`src/rtl/pllcfg_pkg.sv`:
```
`timescale 1ns/1ps
package pllcfg_pkg;
  typedef enum logic [1:0] {
    MODE_BUS = 2'd0,
    MODE_SER = 2'd1,
    MODE_PIN = 2'd2
  } mode_t;

  typedef struct packed {
    logic shiftPrim;
    logic shiftOpt;
    logic serBit;
    logic xferSec;
    logic ldM1;
    logic ldA;
    logic ldM2;
    logic ldOpt;
  } strobe_t;
endpackage

```
`src/rtl/pll_sync_bank.sv`:
```
`timescale 1ns/1ps
module pll_sync_bank #(
  parameter int WIDTH  = 8,
  parameter int STAGES = 2
) (
  input  logic             clk,
  input  logic             rstN,
  input  logic [WIDTH-1:0] asyncIn,
  output logic [WIDTH-1:0] syncOut
);
  logic [WIDTH-1:0] stage [STAGES];

  always_ff @(posedge clk or negedge rstN) begin
    if (!rstN) stage[0] <= '0;
    else       stage[0] <= asyncIn;
  end

  for (genvar s = 1; s < STAGES; s++) begin : g_stage
    always_ff @(posedge clk or negedge rstN) begin
      if (!rstN) stage[s] <= '0;
      else       stage[s] <= stage[s-1];
    end
  end

  assign syncOut = stage[STAGES-1];
endmodule

```
`src/rtl/pll_prog_ctl.sv`:
```
`timescale 1ns/1ps
module pll_prog_ctl
  import pllcfg_pkg::*;
#(
  parameter int SYNC_STAGES = 2
) (
  input  logic    clk,
  input  logic    rstN,
  input  logic    dirMode,
  input  logic    serSel,
  input  logic    sclk,
  input  logic    sdata,
  input  logic    loadN,
  input  logic    optSel,
  input  logic    m1Wr,
  input  logic    aWr,
  input  logic    m2Wr,
  input  logic    hopWr,
  output mode_t   mode,
  output strobe_t stb
);
  localparam int NUM_SIG = 8;
  localparam int I_HOP  = 0;
  localparam int I_M2   = 1;
  localparam int I_A    = 2;
  localparam int I_M1   = 3;
  localparam int I_OPT  = 4;
  localparam int I_LOAD = 5;
  localparam int I_SCLK = 6;
  localparam int I_SDAT = 7;

  logic [NUM_SIG-1:0] rawIn, syncQ, prevQ, rise;

  assign rawIn = {sdata, sclk, loadN, optSel, m1Wr, aWr, m2Wr, hopWr};

  pll_sync_bank #(.WIDTH(NUM_SIG), .STAGES(SYNC_STAGES)) u_sync (
    .clk    (clk),
    .rstN   (rstN),
    .asyncIn(rawIn),
    .syncOut(syncQ)
  );

  always_ff @(posedge clk or negedge rstN) begin
    if (!rstN) prevQ <= '0;
    else       prevQ <= syncQ;
  end

  assign rise = syncQ & ~prevQ;

  always_comb begin
    if (dirMode)     mode = MODE_PIN;
    else if (serSel) mode = MODE_SER;
    else             mode = MODE_BUS;
  end

  logic serMode, busMode, shiftWin;
  assign serMode  = (mode == MODE_SER);
  assign busMode  = (mode == MODE_BUS);
  assign shiftWin = serMode & rise[I_SCLK] & ~syncQ[I_LOAD];

  always_comb begin
    stb           = '0;
    stb.serBit    = syncQ[I_SDAT];
    stb.shiftPrim = shiftWin & ~syncQ[I_OPT];
    stb.shiftOpt  = shiftWin &  syncQ[I_OPT];
    stb.xferSec   = (serMode & rise[I_LOAD]) | ((serMode | busMode) & rise[I_HOP]);
    stb.ldM1      = busMode & rise[I_M1];
    stb.ldA       = busMode & rise[I_A];
    stb.ldM2      = busMode & rise[I_M2];
    stb.ldOpt     = busMode & rise[I_OPT];
  end
endmodule

```
`src/rtl/pll_prog_dp.sv`:
```
`timescale 1ns/1ps
module pll_prog_dp
  import pllcfg_pkg::*;
#(
  parameter int A_W   = 4,
  parameter int R_W   = 6,
  parameter int M_W   = 9,
  parameter int OPT_W = 8,
  parameter int BUS_W = 8,
  parameter int PIN_W = 7,
  parameter int PINR_W = 4
) (
  input  logic                 clk,
  input  logic                 rstN,
  input  strobe_t              stb,
  input  mode_t                mode,
  input  logic [BUS_W-1:0]     dataBus,
  input  logic                 frameSel,
  input  logic                 optEnN,
  input  logic [PIN_W-1:0]     pinM,
  input  logic [A_W-1:0]       pinA,
  input  logic [PINR_W-1:0]    pinR,
  input  logic                 pinPreEn,
  output logic [R_W-1:0]       rDiv,
  output logic [M_W-1:0]       mDiv,
  output logic [A_W-1:0]       aDiv,
  output logic                 preEn,
  output logic [OPT_W-1:0]     optBits,
  output logic [A_W+R_W+M_W:0] primWord,
  output logic [A_W+R_W+M_W:0] secWord,
  output logic [OPT_W-1:0]     optWord
);
  localparam int WORD_W = A_W + R_W + M_W + 1;
  localparam int A_LSB  = 0;
  localparam int R_LSB  = A_W;
  localparam int M_LSB  = A_W + R_W;
  localparam int PE_BIT = A_W + R_W + M_W;

  logic [WORD_W-1:0] primReg, secReg, selWord;
  logic [OPT_W-1:0]  optReg;

  always_ff @(posedge clk or negedge rstN) begin
    if (!rstN) begin
      primReg <= '0;
    end else if (stb.shiftPrim) begin
      primReg <= {primReg[WORD_W-2:0], stb.serBit};
    end else begin
      if (stb.ldM1) begin
        primReg[PE_BIT]       <= dataBus[7];
        primReg[M_LSB +: 7]   <= dataBus[6:0];
      end
      if (stb.ldA) begin
        primReg[R_LSB +: 4]   <= dataBus[7:4];
        primReg[A_LSB +: 4]   <= dataBus[3:0];
      end
      if (stb.ldM2) begin
        primReg[R_LSB+4 +: 2] <= dataBus[3:2];
        primReg[M_LSB+7 +: 2] <= dataBus[1:0];
      end
    end
  end

  always_ff @(posedge clk or negedge rstN) begin
    if (!rstN)            secReg <= '0;
    else if (stb.xferSec) secReg <= primReg;
  end

  always_ff @(posedge clk or negedge rstN) begin
    if (!rstN)             optReg <= '0;
    else if (stb.shiftOpt) optReg <= {optReg[OPT_W-2:0], stb.serBit};
    else if (stb.ldOpt)    optReg <= dataBus[OPT_W-1:0];
  end

  assign selWord = frameSel ? primReg : secReg;

  always_comb begin
    if (mode == MODE_PIN) begin
      mDiv  = M_W'(pinM);
      rDiv  = R_W'(pinR);
      aDiv  = pinA;
      preEn = pinPreEn;
    end else begin
      mDiv  = selWord[M_LSB +: M_W];
      rDiv  = selWord[R_LSB +: R_W];
      aDiv  = selWord[A_LSB +: A_W];
      preEn = selWord[PE_BIT];
    end
  end

  assign optBits  = optEnN ? '0 : optReg;
  assign primWord = primReg;
  assign secWord  = secReg;
  assign optWord  = optReg;
endmodule

```
`src/rtl/pll_prog_reg.sv`:
```
`timescale 1ns/1ps
module pll_prog_reg
  import pllcfg_pkg::*;
#(
  parameter int SYNC_STAGES = 2,
  parameter int A_W   = 4,
  parameter int R_W   = 6,
  parameter int M_W   = 9,
  parameter int OPT_W = 8,
  parameter int BUS_W = 8
) (
  input  logic             clk,
  input  logic             rstN,
  input  logic             dirMode,
  input  logic             serSel,
  input  logic             sclk,
  input  logic             sdata,
  input  logic             loadN,
  input  logic             optSel,
  input  logic             m1Wr,
  input  logic             aWr,
  input  logic             m2Wr,
  input  logic             hopWr,
  input  logic [BUS_W-1:0] dataBus,
  input  logic             frameSel,
  input  logic             optEnN,
  input  logic [6:0]       pinM,
  input  logic [A_W-1:0]   pinA,
  input  logic [3:0]       pinR,
  input  logic             pinPreEn,
  output logic [R_W-1:0]   rDiv,
  output logic [M_W-1:0]   mDiv,
  output logic [A_W-1:0]   aDiv,
  output logic             preEn,
  output logic [OPT_W-1:0] optBits
);
  localparam int WORD_W = A_W + R_W + M_W + 1;

  mode_t             mode;
  strobe_t           stb;
  logic [WORD_W-1:0] primWord, secWord;
  logic [OPT_W-1:0]  optWord;

  pll_prog_ctl #(.SYNC_STAGES(SYNC_STAGES)) u_ctl (
    .clk(clk), .rstN(rstN), .dirMode(dirMode), .serSel(serSel),
    .sclk(sclk), .sdata(sdata), .loadN(loadN), .optSel(optSel),
    .m1Wr(m1Wr), .aWr(aWr), .m2Wr(m2Wr), .hopWr(hopWr),
    .mode(mode), .stb(stb)
  );

  pll_prog_dp #(
    .A_W(A_W), .R_W(R_W), .M_W(M_W), .OPT_W(OPT_W), .BUS_W(BUS_W),
    .PIN_W(7), .PINR_W(4)
  ) u_dp (
    .clk(clk), .rstN(rstN), .stb(stb), .mode(mode), .dataBus(dataBus),
    .frameSel(frameSel), .optEnN(optEnN), .pinM(pinM), .pinA(pinA),
    .pinR(pinR), .pinPreEn(pinPreEn), .rDiv(rDiv), .mDiv(mDiv),
    .aDiv(aDiv), .preEn(preEn), .optBits(optBits),
    .primWord(primWord), .secWord(secWord), .optWord(optWord)
  );
endmodule

```
`config.mk`:
```
export PLATFORM = sky130hd
export DESIGN_NAME = pll_prog_reg
export DESIGN_NICKNAME = d
export VERILOG_FILES = /design/src/rtl/pllcfg_pkg.sv /design/src/rtl/pll_sync_bank.sv /design/src/rtl/pll_prog_ctl.sv /design/src/rtl/pll_prog_dp.sv /design/src/rtl/pll_prog_reg.sv
export SDC_FILE = /design/constraint.sdc
export NUM_CORES = 1
export LEC_CHECK = 0
export ABC_AREA = 1
export BUFFER_PORTS_ARGS = -buffer_cell sky130_fd_sc_hd__clkbuf_2
export CAP_MARGIN = 40
export CELL_PAD_IN_SITES_DETAIL_PLACEMENT = 2
export CELL_PAD_IN_SITES_GLOBAL_PLACEMENT = 2
export CORE_MARGIN = 2
export CORE_UTILIZATION = 34
export CTS_BUF_LIST = sky130_fd_sc_hd__clkbuf_16
export CTS_CLUSTER_SIZE = 25
export DETAILED_ROUTE_END_ITERATION = 16
export PLACE_DENSITY = 0.89
export SLEW_MARGIN = 10
export SYNTH_ARGS = -nofsm -noshare
export SYNTH_HDL_FRONTEND = slang
export SYNTH_HIERARCHICAL = 1
export SYNTH_SLANG_ARGS = --single-unit
```
`constraint.sdc`:
```
create_clock -name clk -period 4.6 [get_ports clk]
set_input_delay 0 -clock clk [delete_from_list [all_inputs] [get_ports clk]]
set_output_delay 0 -clock clk [all_outputs]
set_load 0.02 [all_outputs]
```
==> results.sh <==
export IMPL_outcome="finished, final reports clean"
export IMPL_areaGrowthSynthToFinish_pct=26.01
export IMPL_synth_simple_gate_area_share_pct=32.95
export IMPL_cts_tree="yes"
export IMPL_yosys_area_top_type="dfrtp_1"
export IMPL_clk_pin_slew_ns=0.06
export IMPL_clk_path_buf_depth=2
export IMPL_hold_violations=0
export IMPL_rows=36
export IMPL_io_buffer_count=65
export IMPL_grt_pass1_vias=3504
export IMPL_synth_edf_count=0
export IMPL_p_leak_nw=2.259
export IMPL_setup_tns_ns=0
export IMPL_finalMaxSlewViolations=0
export IMPL_synth_cell_type_count=16
export IMPL_nets=547
export IMPL_rsz0062_at_grt="no"
export IMPL_top_level_ports=66
export IMPL_syn_cell_area_um2=3391
export IMPL_worst_pin_slew_ns=0.6318
export IMPL_cp_max_fo=24
export IMPL_min_period_ns=1.600
export IMPL_synth_area_per_cell_um2=7.671
export IMPL_finalSetupViolCount=0
export IMPL_pre_cts_slack_ns=3.079
export IMPL_start_kind="flop"
export IMPL_wl_um=10680
export IMPL_synth_compound_area_share_pct=3.542
export IMPL_start_util_pct=34.85
export IMPL_grt_pass1_wl_um=17970
export IMPL_synth_top_family_by_area="simple AND/OR/NAND/NOR gates"
export IMPL_synthTopCellsByArea="dfrtp_1, nand2_1, nand3_1, inv_1, o21ai_0"
export IMPL_coreArea_um2=9729
export IMPL_cts_sinks=71
export IMPL_worst_skew_pair_late_latency_ns=0.34
export IMPL_whs_ns=0.007830
export IMPL_cts_setup_buffers=0
export IMPL_syn_nets=480
export IMPL_vias_per_cell=4.798
export IMPL_synth_mux_area_share_pct=0
export IMPL_drtPass1Iterations=4
export IMPL_die_area_um2=10790
export IMPL_final_area_um2=4273
export IMPL_vias=3104
export IMPL_antenna_found_initial=0
export IMPL_drt_iter0_markers=122
export IMPL_maxSlewHeadroom_pct=57.69
export IMPL_antenna_left=0
export IMPL_drive_gt1_share_pct=19.84
export IMPL_power_density_nw_per_um2=465.6
export IMPL_synthTopCellsByCount="nand2_1, dfrtp_1, nand3_1"
export IMPL_gp_congestion=0.7717
export IMPL_ys_seq_elements=71
export IMPL_chipWidth_um=103.9
export IMPL_placed_area_um2=3786
export IMPL_grt_overflow=0
export IMPL_hold_path_class="primary input to flop"
export IMPL_die_h_um=103.9
export IMPL_async_flop_share_pct=100.0
export IMPL_vdd_drop_max_v=0.0002252
export IMPL_critPathArrivalTime_ns=1.80
export IMPL_cp_required_ns=4.80
export IMPL_cts_resized_gates=0
export IMPL_cp_end_kind="flop"
export IMPL_yosysMostFrequentCell="nand2_1"
export IMPL_ys_seq_area_share_pct=52.40
export IMPL_fmax_mhz=625.1
export IMPL_wl_per_cell_um=16.50
export IMPL_n_antenna_cell=0
export IMPL_grt_total_usage_pct=21.33
export IMPL_finalCritPeriodShare_pct=34.78
export IMPL_maxCapViolations=0
export IMPL_dpl_hpwl_um=7044
export IMPL_crit_type="flop to flop"
export IMPL_yosys_area_top_type_share_pct=52.40
export IMPL_synthFlopType="dfrtp_1"
export IMPL_cts_root_buf="clkbuf_16"
export IMPL_synth_fa_ha_area_share_pct=0
export IMPL_skew_ns=0.005612
export IMPL_drc=0
export IMPL_h_tree_depth=3
export IMPL_yosysWarnings=6
export IMPL_final_util_pct=43.92
export IMPL_fin_ws_ns=3.000
export IMPL_synth_xor_area_share_pct=0
export IMPL_cts_buffers=9
export IMPL_grt_max_degree=46
export IMPL_synthCells=442
## critical path: stages (launching register included)
cell	delay, ns
dfrtp_1	0.37
inv_1	0.08
nand3_1	0.10
nor3_2	0.12
buf_4	0.30
inv_2	0.21
nand3_1	0.14
nand3_1	0.13
## cell type report
cell class,count,area [µm²]
clock buffers,9,225.2
clock inverters,7,121.4
fillers,1141,5456
inverters,56,210.2
multi-input cells,287,1242
flip-flops and latches,71,1777
well taps,133,166.4
repair buffers,84,530.5
## per-layer routing
| layer | global-route usage (%) | share of wire [%] | wire (µm) |
|---|---|---|---|
| met5 | 0 | 0 | 0 |
| met4 | 6.081 | 1.5 | 160 |
| met3 | 5.514 | 3.6 | 383 |
| met2 | 39.29 | 53 | 5686 |
| met1 | 24.28 | 42 | 4446 |
## final timing paths
| check | endpoint | depth (start not counted) | startpoint | slack [ns] |
|---|---|---|---|---|
| worst max register to register | u_dp/primWord[6]$_DFFE_PN0P_ | 7 | u_ctl/u_sync/syncOut[5]$_DFF_PN0_ | 3.00 |
| max in group asynchronous | u_dp/primWord[4]$_DFFE_PN0P_ | 4 | rstN | 3.85 |
| worst max-delay path | u_dp/primWord[6]$_DFFE_PN0P_ | 7 | u_ctl/u_sync/syncOut[5]$_DFF_PN0_ | 3.00 |
| worst min-delay path | u_dp/primWord[4]$_DFFE_PN0P_ | 3 | dataBus[4] | 0.008 |
| worst min register to register | u_ctl/u_sync/syncOut[0]$_DFF_PN0_ | 0 | u_ctl/u_sync/stage[8]$_DFF_PN0_ | 0.35 |
| min in group asynchronous | u_dp/optWord[7]$_DFFE_PN0P_ | 3 | rstN | 0.20 |
## stage by stage
stage	total power, mW	cells
2_1_floorplan	1.022	442
3_3_place_gp	1.127	615
3_5_place_dp	1.167	617
4_1_cts	2.018	647
5_1_grt	2.106	647
6_report	1.989	647
## layout by cell type, fill, tap and decap left out, drive strengths merged
cell	count
clkinv	4
dlygate4sd3	14
nand2	186
buf	6
nor3	3
a21oi	4
clkbuf	73
bufinv	3
nor2	14
o21ai	20
nor3b	3
dfrtp	71
inv	56
nand3	57
## registers in the layout, indices dropped and copies added (netlist names)
signal and count:
u_ctl/u_sync/syncOut 8, u_dp/primWord 20, u_dp/optWord 8, u_dp/secWord 20, u_ctl/prevQ 7, u_ctl/u_sync/stage 8
## power by group
| part | total, mW | internal (mW) | switching, mW |
|---|---|---|---|
| registers | 0.819 | 0.732 | 0.0868 |
| clock network | 0.814 | 0.531 | 0.282 |
| logic | 0.357 | 0.124 | 0.233 |
## kinds of logic (layout without fill, tap and decap cells)
kind of cell,count (synthesis),count (layout)
flip-flops,71,71
AND/OR/NAND/NOR,263,263
AO/OA/AOI/OAI,24,24
buffers and inverters,84,156
## repair_timing
| item | 4_1_cts | 5_1_grt |
|---|---|---|
| hold buffers | 14 | 0 |
| hold endpoints to repair | 40 | 0 |
| setup endpoints to repair | 0 | 0 |
Power figures use the tool's default switching activity.
